[config.mk]
export PLATFORM = sky130hd
export DESIGN_NAME = ctrl_decoder
export DESIGN_NICKNAME = d
export VERILOG_FILES = /design/src/rtl/ctrl_dec_pkg.sv /design/src/rtl/ctrl_field_split.sv /design/src/rtl/ctrl_main_dec.sv /design/src/rtl/ctrl_alu_dec.sv /design/src/rtl/ctrl_decoder.sv
export SDC_FILE = /design/constraint.sdc
export NUM_CORES = 1
export LEC_CHECK = 0
export BUFFER_PORTS_ARGS = -buffer_cell sky130_fd_sc_hd__buf_2
export CORE_AREA = 2 2 39 41
export DETAILED_ROUTE_END_ITERATION = 10
export DIE_AREA = 0 0 41 43
export PLACE_DENSITY = 0.72
export SYNTH_ARGS = -nofsm -noshare
export SYNTH_HDL_FRONTEND = slang
export SYNTH_SLANG_ARGS = --single-unit
[constraint.sdc]
create_clock -name vclk -period 3.64
set_clock_uncertainty 0.1 [all_clocks]
set_input_delay 0.182 -clock vclk [all_inputs]
set_output_delay 0.182 -clock vclk [all_outputs]
set_load 0.02 [all_outputs]
[src/rtl/ctrl_dec_pkg.sv]
package ctrl_dec_pkg;

  localparam int unsigned OPC_W    = 7;
  localparam int unsigned F3_W     = 3;
  localparam int unsigned F7_W     = 7;
  localparam int unsigned ALU_OP_W = 4;
  localparam int unsigned CAT_W    = 2;

  localparam logic [OPC_W-1:0] OPC_REG    = 7'b0110011;
  localparam logic [OPC_W-1:0] OPC_LOAD   = 7'b0000011;
  localparam logic [OPC_W-1:0] OPC_STORE  = 7'b0100011;
  localparam logic [OPC_W-1:0] OPC_BRANCH = 7'b1100011;
  localparam logic [OPC_W-1:0] OPC_JAL    = 7'b1101111;

  localparam logic [F3_W-1:0] F3_ADDSUB = 3'b000;
  localparam logic [F3_W-1:0] F3_WORD   = 3'b010;
  localparam logic [F3_W-1:0] F3_EQ     = 3'b000;
  localparam logic [F7_W-1:0] F7_BASE   = 7'b0000000;
  localparam logic [F7_W-1:0] F7_ALT    = 7'b0100000;

  typedef enum logic [CAT_W-1:0] {
    CAT_ADDR  = 2'b00,
    CAT_CMP   = 2'b01,
    CAT_FUNCT = 2'b10,
    CAT_RSVD  = 2'b11
  } alu_cat_e;

  typedef enum logic [ALU_OP_W-1:0] {
    ALU_ADD = 4'b0000,
    ALU_SUB = 4'b0001
  } alu_op_e;

  typedef struct packed {
    logic     reg_we;
    logic     mem_rd;
    logic     mem_wr;
    logic     wb_from_mem;
    logic     alu_imm;
    logic     branch;
    logic     jump;
    alu_cat_e cat;
  } ctrl_t;

  localparam ctrl_t CTRL_IDLE = '{reg_we: 1'b0, mem_rd: 1'b0, mem_wr: 1'b0,
                                  wb_from_mem: 1'b0, alu_imm: 1'b0,
                                  branch: 1'b0, jump: 1'b0, cat: CAT_ADDR};

  // Register-register funct resolution: result is {unsupported, op}.
  function automatic logic [ALU_OP_W:0] resolve_funct(
    input logic [F3_W-1:0] f3,
    input logic [F7_W-1:0] f7
  );
    logic [ALU_OP_W:0] r;
    r = {1'b1, ALU_ADD};
    if (f3 == F3_ADDSUB) begin
      if (f7 == F7_BASE)     r = {1'b0, ALU_ADD};
      else if (f7 == F7_ALT) r = {1'b0, ALU_SUB};
    end
    return r;
  endfunction

  // funct3 qualifier for opcodes that are not register-register.
  function automatic logic f3_ok(
    input logic [OPC_W-1:0] opc,
    input logic [F3_W-1:0]  f3
  );
    logic ok;
    case (opc)
      OPC_LOAD, OPC_STORE: ok = (f3 == F3_WORD);
      OPC_BRANCH:          ok = (f3 == F3_EQ);
      default:             ok = 1'b1;
    endcase
    return ok;
  endfunction

endpackage

[src/rtl/ctrl_field_split.sv]
module ctrl_field_split
  import ctrl_dec_pkg::*;
#(
  parameter int unsigned ILEN = 32
) (
  input  logic [ILEN-1:0]  instr_i,
  output logic [OPC_W-1:0] opcode_o,
  output logic [F3_W-1:0]  funct3_o,
  output logic [F7_W-1:0]  funct7_o
);
  localparam int unsigned F3_LSB = OPC_W + 5;
  localparam int unsigned F7_LSB = ILEN - F7_W;

  assign opcode_o = instr_i[OPC_W-1:0];
  assign funct3_o = instr_i[F3_LSB +: F3_W];
  assign funct7_o = instr_i[F7_LSB +: F7_W];

  // Operand fields carry no control meaning here.
  logic unused_operand_bits;
  assign unused_operand_bits = ^{instr_i[F7_LSB-1:F3_LSB+F3_W],
                                 instr_i[F3_LSB-1:OPC_W]};
endmodule

[src/rtl/ctrl_main_dec.sv]
module ctrl_main_dec
  import ctrl_dec_pkg::*;
(
  input  logic [OPC_W-1:0] opcode_i,
  input  logic [F3_W-1:0]  funct3_i,
  output ctrl_t            ctrl_o,
  output logic             opc_bad_o
);
  ctrl_t c;
  logic  bad;
  logic  qual_ok;

  assign qual_ok = f3_ok(opcode_i, funct3_i);

  always_comb begin
    c   = CTRL_IDLE;
    bad = 1'b0;
    case (opcode_i)
      OPC_REG: begin
        c.reg_we = 1'b1;
        c.cat    = CAT_FUNCT;
      end
      OPC_LOAD: begin
        c.alu_imm     = 1'b1;
        c.mem_rd      = 1'b1;
        c.wb_from_mem = 1'b1;
        c.reg_we      = 1'b1;
      end
      OPC_STORE: begin
        c.alu_imm = 1'b1;
        c.mem_wr  = 1'b1;
      end
      OPC_BRANCH: begin
        c.branch = 1'b1;
        c.cat    = CAT_CMP;
      end
      OPC_JAL: begin
        c.jump   = 1'b1;
        c.reg_we = 1'b1;
      end
      default: bad = 1'b1;
    endcase
    if (!qual_ok) begin
      c   = CTRL_IDLE;
      bad = 1'b1;
    end

    AST_ONE_MEM_PORT: assert (!(c.mem_rd && c.mem_wr)) else $error("mem read and write together");
    AST_WB_NEEDS_READ: assert (!c.wb_from_mem || c.mem_rd) else $error("memory write-back without read");
    AST_BR_JMP_EXCL: assert (!(c.branch && c.jump)) else $error("branch and jump together");
    AST_STORE_NO_WB: assert (!c.mem_wr || !c.reg_we) else $error("store writes register");
  end

  assign ctrl_o    = c;
  assign opc_bad_o = bad;
endmodule

[src/rtl/ctrl_alu_dec.sv]
module ctrl_alu_dec
  import ctrl_dec_pkg::*;
(
  input  alu_cat_e        cat_i,
  input  logic [F3_W-1:0] funct3_i,
  input  logic [F7_W-1:0] funct7_i,
  output alu_op_e         alu_op_o,
  output logic            funct_bad_o
);
  logic [ALU_OP_W:0] rr;
  alu_op_e           op;
  logic              bad;

  assign rr = resolve_funct(funct3_i, funct7_i);

  always_comb begin
    op  = ALU_ADD;
    bad = 1'b0;
    case (cat_i)
      CAT_ADDR:  op = ALU_ADD;
      CAT_CMP:   op = ALU_SUB;
      CAT_FUNCT: begin
        op  = alu_op_e'(rr[ALU_OP_W-1:0]);
        bad = rr[ALU_OP_W];
      end
      default:   bad = 1'b1;
    endcase

    AST_CMP_IS_SUB: assert (cat_i != CAT_CMP || op == ALU_SUB) else $error("compare category not subtract");
    AST_FUNCT_ONLY_RR: assert (!bad || cat_i != CAT_ADDR) else $error("funct fault outside funct category");
  end

  assign alu_op_o    = op;
  assign funct_bad_o = bad;
endmodule

[src/rtl/ctrl_decoder.sv]
module ctrl_decoder
  import ctrl_dec_pkg::*;
#(
  parameter int unsigned ILEN = 32
) (
  input  logic [ILEN-1:0]     instr_i,
  output logic                reg_we_o,
  output logic                mem_rd_o,
  output logic                mem_wr_o,
  output logic                wb_from_mem_o,
  output logic                alu_imm_o,
  output logic                branch_o,
  output logic                jump_o,
  output logic [CAT_W-1:0]    alu_cat_o,
  output logic [ALU_OP_W-1:0] alu_op_o,
  output logic                illegal_o
);
  logic [OPC_W-1:0] opcode;
  logic [F3_W-1:0]  funct3;
  logic [F7_W-1:0]  funct7;
  ctrl_t            raw_ctrl;
  logic             opc_bad;
  alu_op_e          raw_op;
  logic             funct_bad;
  logic             illegal;
  ctrl_t            fin_ctrl;
  alu_op_e          fin_op;

  ctrl_field_split #(.ILEN(ILEN)) u_split (
    .instr_i (instr_i),
    .opcode_o(opcode),
    .funct3_o(funct3),
    .funct7_o(funct7)
  );

  ctrl_main_dec u_main (
    .opcode_i (opcode),
    .funct3_i (funct3),
    .ctrl_o   (raw_ctrl),
    .opc_bad_o(opc_bad)
  );

  ctrl_alu_dec u_alu (
    .cat_i      (raw_ctrl.cat),
    .funct3_i   (funct3),
    .funct7_i   (funct7),
    .alu_op_o   (raw_op),
    .funct_bad_o(funct_bad)
  );

  assign illegal  = opc_bad | funct_bad;
  assign fin_ctrl = illegal ? CTRL_IDLE : raw_ctrl;
  assign fin_op   = illegal ? ALU_ADD : raw_op;

  assign reg_we_o      = fin_ctrl.reg_we;
  assign mem_rd_o      = fin_ctrl.mem_rd;
  assign mem_wr_o      = fin_ctrl.mem_wr;
  assign wb_from_mem_o = fin_ctrl.wb_from_mem;
  assign alu_imm_o     = fin_ctrl.alu_imm;
  assign branch_o      = fin_ctrl.branch;
  assign jump_o        = fin_ctrl.jump;
  assign alu_cat_o     = fin_ctrl.cat;
  assign alu_op_o      = fin_op;
  assign illegal_o     = illegal;

  always_comb begin
    AST_ILLEGAL_QUIET: assert (!(opc_bad || funct_bad) ||
                              !(reg_we_o || mem_rd_o || mem_wr_o || branch_o || jump_o))
      else $error("enable raised on illegal instruction");
    AST_FUNCT_FAULT_FLAGGED: assert (!funct_bad || illegal_o) else $error("funct fault not flagged");
  end
endmodule

==> flow_metrics.env, run 1 <==
export IMPL_cp_end_kind="output port"
export IMPL_p_clk_frac=0
export IMPL_register_area_um2=0
export IMPL_drt_iter0_drc=2
export IMPL_internal_power_uw=13.0
export IMPL_antenna_cells=0
export IMPL_yosysWarnings=0
export IMPL_wl_met2_um=401
export IMPL_drtAntennaViolNets=0
export IMPL_synthCells=50
export IMPL_cts_hold_buf=0
export IMPL_setup_tns_ns=0
export IMPL_share_comb_of_total_power=1.000
export IMPL_cap_violations=0
export IMPL_synth_top_cell_area_share=0.0987
export IMPL_die_area_um2=1760
export IMPL_yosysMostFrequentCell="nand2_1"
export IMPL_fin_crit_sh=0.666
export IMPL_p_leak_uw=0.000249
export IMPL_stdcell_count=91
export IMPL_grt_pass1_vias=356
export IMPL_hold_viol_final=0
export IMPL_layout_drive_gt1_share=0.507
export IMPL_fmax_mhz=413
export IMPL_num_rows=14
export IMPL_rsz0062_at_grt="false"
export IMPL_worst_path_largest_cell_delay_ns=0.40
export IMPL_antenna_found_initial=0
export IMPL_wl_met3_um=70
export IMPL_wl_um=848
export IMPL_grt_pass1_wl_um=1340
export IMPL_cp_slowest_cell="or3_1"
export IMPL_clock_buffers=0
export IMPL_dpl_hpwl_um=771
export IMPL_gr_usage_all_layers=0.0990
export IMPL_cp_max_fo=7
export IMPL_power_density_nw_per_um2=58.9
export IMPL_worst_slack_ns=1.22
export IMPL_worst_setup_path_start_kind="input pin"
export IMPL_cts_setup_buffers=0
export IMPL_drt_first_pass_iters=4
export IMPL_vias_per_cell=4.75
export IMPL_wire_per_inst_um=9.32
export IMPL_crit_type="input pin to output port"
export IMPL_drv_slew=0
export IMPL_drc_errors=0
export IMPL_worst_ep_arrival_time_ns=2.14
export IMPL_postSynthAreaPerCell_um2=7.61
export IMPL_setup_viol=0
export IMPL_grt_max_degree=9
export IMPL_area_growth_pct=34.2
export IMPL_worstHoldPathType="input pin to output port"
export IMPL_port_buffers=28
export IMPL_p_seq_frac=0
export IMPL_seq_area_frac_synth=0
export IMPL_core_region_area_um2=1380
export IMPL_switchingPower_uw=17.1
export IMPL_wl_met1_um=375
export IMPL_crit_path_cell_trace="buf_2, or3_1, or3_1, inv_1, ha_1, inv_1, a31oi_1, nor3_1, and4b_1, buf_2"
export IMPL_peakVddDrop_uv=22.5
export IMPL_synth_top_cells_by_area="buf_4, ha_1, nor3_2"
export IMPL_p_sw_frac=0.568
export IMPL_synth_area_um2=380
export IMPL_dp_cells=91
export IMPL_synthTopCellsByCount="nand2_1, buf_4, nor2_1"
export IMPL_period_minus_slack_ns=2.42
export IMPL_grt_ovfl_total=0
export IMPL_fillers=162
export IMPL_start_util=0.275
export IMPL_required_ns=3.36
export IMPL_routed_top_layer="met3"
export IMPL_status="finished, final reports clean"
export IMPL_nets=112
export IMPL_gp_congestion=0.732
export IMPL_place_ws_ns=1.22
export IMPL_ios=46
export IMPL_die_h_um=43
export IMPL_die_x_um=41
export IMPL_ys_types=26
export IMPL_design_seq_count=0
export IMPL_cts_repair_resized=0
export IMPL_yosysTopAreaCell="buf_4"
export IMPL_vias=432
export IMPL_power_uw=30.0
-- path summary, 6_finish.rpt --
check,slack (ns),from,endpoint,depth (start not counted)
min,0.69,instr_i[5],mem_wr_o,3
max,1.22,instr_i[6],alu_op_o[0],10
-- metal layers --
metal	vias to the layer above	global-route usage
li1	227	-
met1	187	0.140
met2	18	0.172
met3	0	0
met4	0	0
met5	-	0
-- worst max-delay path: cells and delay by family --
kind / cells / cell delay, ns
AO/OA/AOI/OAI: 1 / 0.26
adder cells (fa/ha/maj): 1 / 0.16
buffers and inverters: 4 / 0.43
AND/OR/NAND/NOR: 4 / 1.10
-- cells by family after synthesis --
logic type	count (synthesis)	synth area share
fa+ha+maj	3	0.0987
buf+inv	8	0.128
compound gates	7	0.138
simple gates	31	0.625
other cells	1	0.00986
-- metrics by stage --
step	hold WS, ns	area, µm²	util
after floorplan	0.411	388	-
after global placement	0.683	510	0.369
after detailed placement	0.687	510	0.369
after CTS	0.688	510	0.369
after global routing	0.721	510	0.369
final	0.689	510	0.369
-- cell type report --
cell class / instances / area [µm²] / area share
inverter: 3 / 11.3 / 0.0221
multi-input combinational: 44 / 339 / 0.664
tap: 16 / 20.0 / 0.0392
timing repair buffer: 28 / 140 / 0.275
-- cell usage in the layout, fill, tap and decap left out, types with 2 or more instances in the layout --
master   synthesis  routed
buf_2            0      28
conb_1           1       3
ha_1             3       3
inv_1            3       3
nand2_1          7       7
nor2_1           4       4
nor3_1           2       2
nor3_2           3       3
nor4b_2          2       2
or3_1            3       3
or3_4            2       2
-- power groups by stage --
stage,clock [µW],sequential [µW],combinational [µW]
floorplan,0,0,16.6
global placement,0,0,29.5
detailed placement,0,0,30.2
CTS,0,0,30.4
global route,0,0,33.3
finish,0,0,30.0
Power figures use the tool's default switching activity.
==> run 2: changes to the inputs <==
Clock period 3.64 ns to 2.4 ns, I/O delays scaled along.
==> flow_metrics.env, run 2 (synthesis results as in run 1) <==
export IMPL_core_region_area_um2=1380
export IMPL_worst_slack_ns=0.139
export IMPL_drt_first_pass_iters=4
export IMPL_grt_max_degree=9
export IMPL_grt_pass1_wl_um=1320
export IMPL_min_path_cells=3
export IMPL_register_area_um2=0
export IMPL_worst_setup_path_start_kind="input pin"
export IMPL_cp_max_fo=3
export IMPL_p_leak_uw=0.000254
export IMPL_drv_slew=0
export IMPL_required_ns=2.18
export IMPL_gr_usage_all_layers=0.0970
export IMPL_drtAntennaViolNets=0
export IMPL_clock_buffers=0
export IMPL_ios=46
export IMPL_gp_congestion=0.730
export IMPL_cp_end_kind="output port"
export IMPL_cts_repair_resized=0
export IMPL_worstHoldPathType="input pin to output port"
export IMPL_vias=444
export IMPL_start_util=0.275
export IMPL_rsz0062_at_grt="false"
export IMPL_fin_crit_sh=0.942
export IMPL_antenna_cells=0
export IMPL_setup_tns_ns=0
export IMPL_grt_ovfl_total=0
export IMPL_num_rows=14
export IMPL_hold_viol_final=0
export IMPL_drc_errors=0
export IMPL_layout_drive_gt1_share=0.513
export IMPL_status="finished, final reports clean"
export IMPL_design_seq_count=0
export IMPL_peakVddDrop_uv=38.7
export IMPL_wl_um=854
export IMPL_crit_type="input pin to output port"
export IMPL_dpl_hpwl_um=791
export IMPL_area_growth_pct=36.2
export IMPL_die_x_um=41
export IMPL_mostFrequentLayoutCells="buf_2, nand2_1, nor2_1"
export IMPL_holdCritStartpoint="instr_i[5]"
export IMPL_min_to="mem_wr_o"
export IMPL_die_area_um2=1760
export IMPL_die_h_um=43
export IMPL_worst_ep_arrival_time_ns=2.04
export IMPL_fmax_mhz=442
export IMPL_drt_iter0_drc=8
export IMPL_setup_viol=0
export IMPL_cts_setup_buffers=0
export IMPL_vias_per_cell=4.83
export IMPL_power_density_nw_per_um2=90.5
export IMPL_period_minus_slack_ns=2.26
export IMPL_layout_commonest_cell="buf_2"
export IMPL_cap_violations=0
export IMPL_antenna_found_initial=0
export IMPL_port_buffers=28
export IMPL_place_ws_ns=0.131
export IMPL_cts_hold_buf=0
export IMPL_wire_per_inst_um=9.28
export IMPL_grt_pass1_vias=351
export IMPL_nets=113
==> run 2: changes by cell type in the layout (fill, tap and decap cells not counted), sizes merged <==
cell and delta:
buf +1
==> run 2: layer usage <==
metal	up-vias	GRT usage	wire length, µm
met5	-	0	0
met4	0	0	0
met3	0	0	75
met2	22	0.166	400
met1	191	0.140	379
li1	231	-	-
==> run 2: worst max-delay path, stage by stage <==
cell	delay [ns]
buf_2	0.10
or3_1	0.39
or3_1	0.40
inv_1	0.09
ha_1	0.16
inv_1	0.04
a31oi_1	0.27
nor3_1	0.11
and4b_1	0.21
buf_2	0.15
==> run 2: metrics by stage <==
| step | hold WS [ns] | area [µm²] | std cells | power (µW) | util |
|---|---|---|---|---|---|
| floorplan | 0.287 | 388 | 52 | 25.1 | - |
| global placement | 0.559 | 518 | 92 | 46.0 | 0.374 |
| detailed placement | 0.566 | 518 | 92 | 46.9 | 0.374 |
| CTS | 0.564 | 518 | 92 | 47.1 | 0.374 |
| global route | 0.601 | 518 | 92 | 51.4 | 0.374 |
| finish | 0.567 | 518 | 92 | 46.9 | 0.374 |
==> run 2: layout make-up <==
class | instances | area (µm²)
fill | 152 | 866
inverter | 3 | 11.3
multi-input combinational | 44 | 339
tap | 16 | 20.0
timing repair buffer | 29 | 148
==> run 2: worst max path at each step <==
stage                     startpoint            end  slack [ns]
after global routing      instr_i[6]    alu_op_o[0]        0.02
after CTS                 instr_i[6]    alu_op_o[0]        0.13
after detailed placement  instr_i[6]    alu_op_o[0]        0.13
final                     instr_i[6]    alu_op_o[0]        0.14
after global placement    instr_i[6]    alu_op_o[0]        0.14
after floorplan           instr_i[3]  wb_from_mem_o        0.13
==> run 2: power breakdown <==
group,internal (µW),switching (µW),leakage (µW)
clock network,0,0,0
logic,20.8,26.1,0.000254
registers,0,0,0
==> run 3: changes to the inputs <==
Settings changed: GPL_TIMING_DRIVEN set to 0.
==> flow_metrics.env, run 3 (synthesis results as in run 1) <==
export IMPL_status="finished, final reports clean"
export IMPL_setup_viol=0
export IMPL_setup_tns_ns=0
export IMPL_hold_ws_ns=0.566
export IMPL_grt_pass1_vias=365
export IMPL_clock_buffers=0
export IMPL_core_region_area_um2=1380
export IMPL_fin_crit_sh=0.967
export IMPL_gp_congestion=0.733
export IMPL_layout_drive_gt1_share=0.588
export IMPL_layout_commonest_cell="buf_2"
export IMPL_area_growth_pct=53.6
export IMPL_cts_hold_buf=0
export IMPL_antenna_found_initial=0
export IMPL_hold_viol_final=0
export IMPL_wire_per_inst_um=11.3
export IMPL_period_minus_slack_ns=2.32
export IMPL_die_area_um2=1760
export IMPL_register_area_um2=0
export IMPL_die_h_um=43
export IMPL_start_util=0.275
export IMPL_vias_per_cell=4.83
export IMPL_worstHoldPathType="input pin to output port"
export IMPL_cp_end_kind="output port"
export IMPL_dpl_hpwl_um=833
export IMPL_worst_setup_path_start_kind="input pin"
export IMPL_wl_um=1090
export IMPL_peakVddDrop_uv=35.7
export IMPL_mostFrequentLayoutCells="buf_2, nand2_1, buf_4"
export IMPL_nets=117
export IMPL_required_ns=2.18
export IMPL_grt_max_degree=9
export IMPL_design_seq_count=0
export IMPL_gr_usage_all_layers=0.105
export IMPL_drt_first_pass_iters=4
export IMPL_crit_type="input pin to output port"
export IMPL_utilization=0.422
export IMPL_fmax_mhz=431
export IMPL_worst_ep_arrival_time_ns=2.10
export IMPL_multi_input_area_um2=375
export IMPL_drv_slew=0
export IMPL_drtAntennaViolNets=0
export IMPL_drc_errors=0
export IMPL_cp_max_fo=7
export IMPL_num_rows=14
export IMPL_ios=46
export IMPL_power_density_nw_per_um2=94.3
export IMPL_grt_pass1_wl_um=1410
export IMPL_p_leak_uw=0.000283
export IMPL_port_buffers=28
export IMPL_cap_violations=0
export IMPL_die_x_um=41
export IMPL_power_uw=55.1
export IMPL_stdcell_count=96
export IMPL_grt_ovfl_total=0
export IMPL_vias=464
export IMPL_fillers=156
export IMPL_drt_iter0_drc=8
export IMPL_dp_cells=96
export IMPL_antenna_cells=0
run 3: what timing repair did:
item                       in CTS  in global routing
setup endpoints to repair       2                  2
resized for setup               1                  5
cloned                          0                  0
buffers inserted                0                  0
run 3: stage by stage:
step                instance area (µm²)  worst slack (ns)
global route                        584           -0.0268
detailed placement                  548          -0.00624
global placement                    548            0.0120
floorplan                           388             0.129
CTS                                 554            0.0518
finish                              584            0.0804
run 3: critical path, cell delays in order:
cell	delay [ns]
buf_2	0.15
or3_4	0.40
or3_4	0.39
inv_1	0.09
ha_1	0.17
inv_1	0.08
a31oi_4	0.19
nor4b_2	0.08
and2b_1	0.17
buf_4	0.12
buf_2	0.15
run 3: worst paths after layout:
check | endpoint | startpoint | slack, ns | depth (start not counted)
max | wb_from_mem_o | instr_i[6] | 0.08 | 11
min | mem_wr_o | instr_i[5] | 0.57 | 3
run 3: power by group:
part	switching, µW	internal (µW)
clock	0	0
sequential	0	0
combinational	30.7	24.4
run 3: final cells by class:
class	instances	share of cell area
buffer	5	0.0642
tap	16	0.0343
inverter	3	0.0193
timing repair buffer	28	0.240
multi-input combinational	44	0.642
run 3: metal layers:
| metal | routed length (µm) | track usage | part of all wire |
|---|---|---|---|
| met5 | 0 | 0 | 0 |
| met4 | 0 | 0 | 0 |
| met3 | 91 | 0 | 0.084 |
| met2 | 566 | 0.194 | 0.52 |
| met1 | 427 | 0.137 | 0.39 |
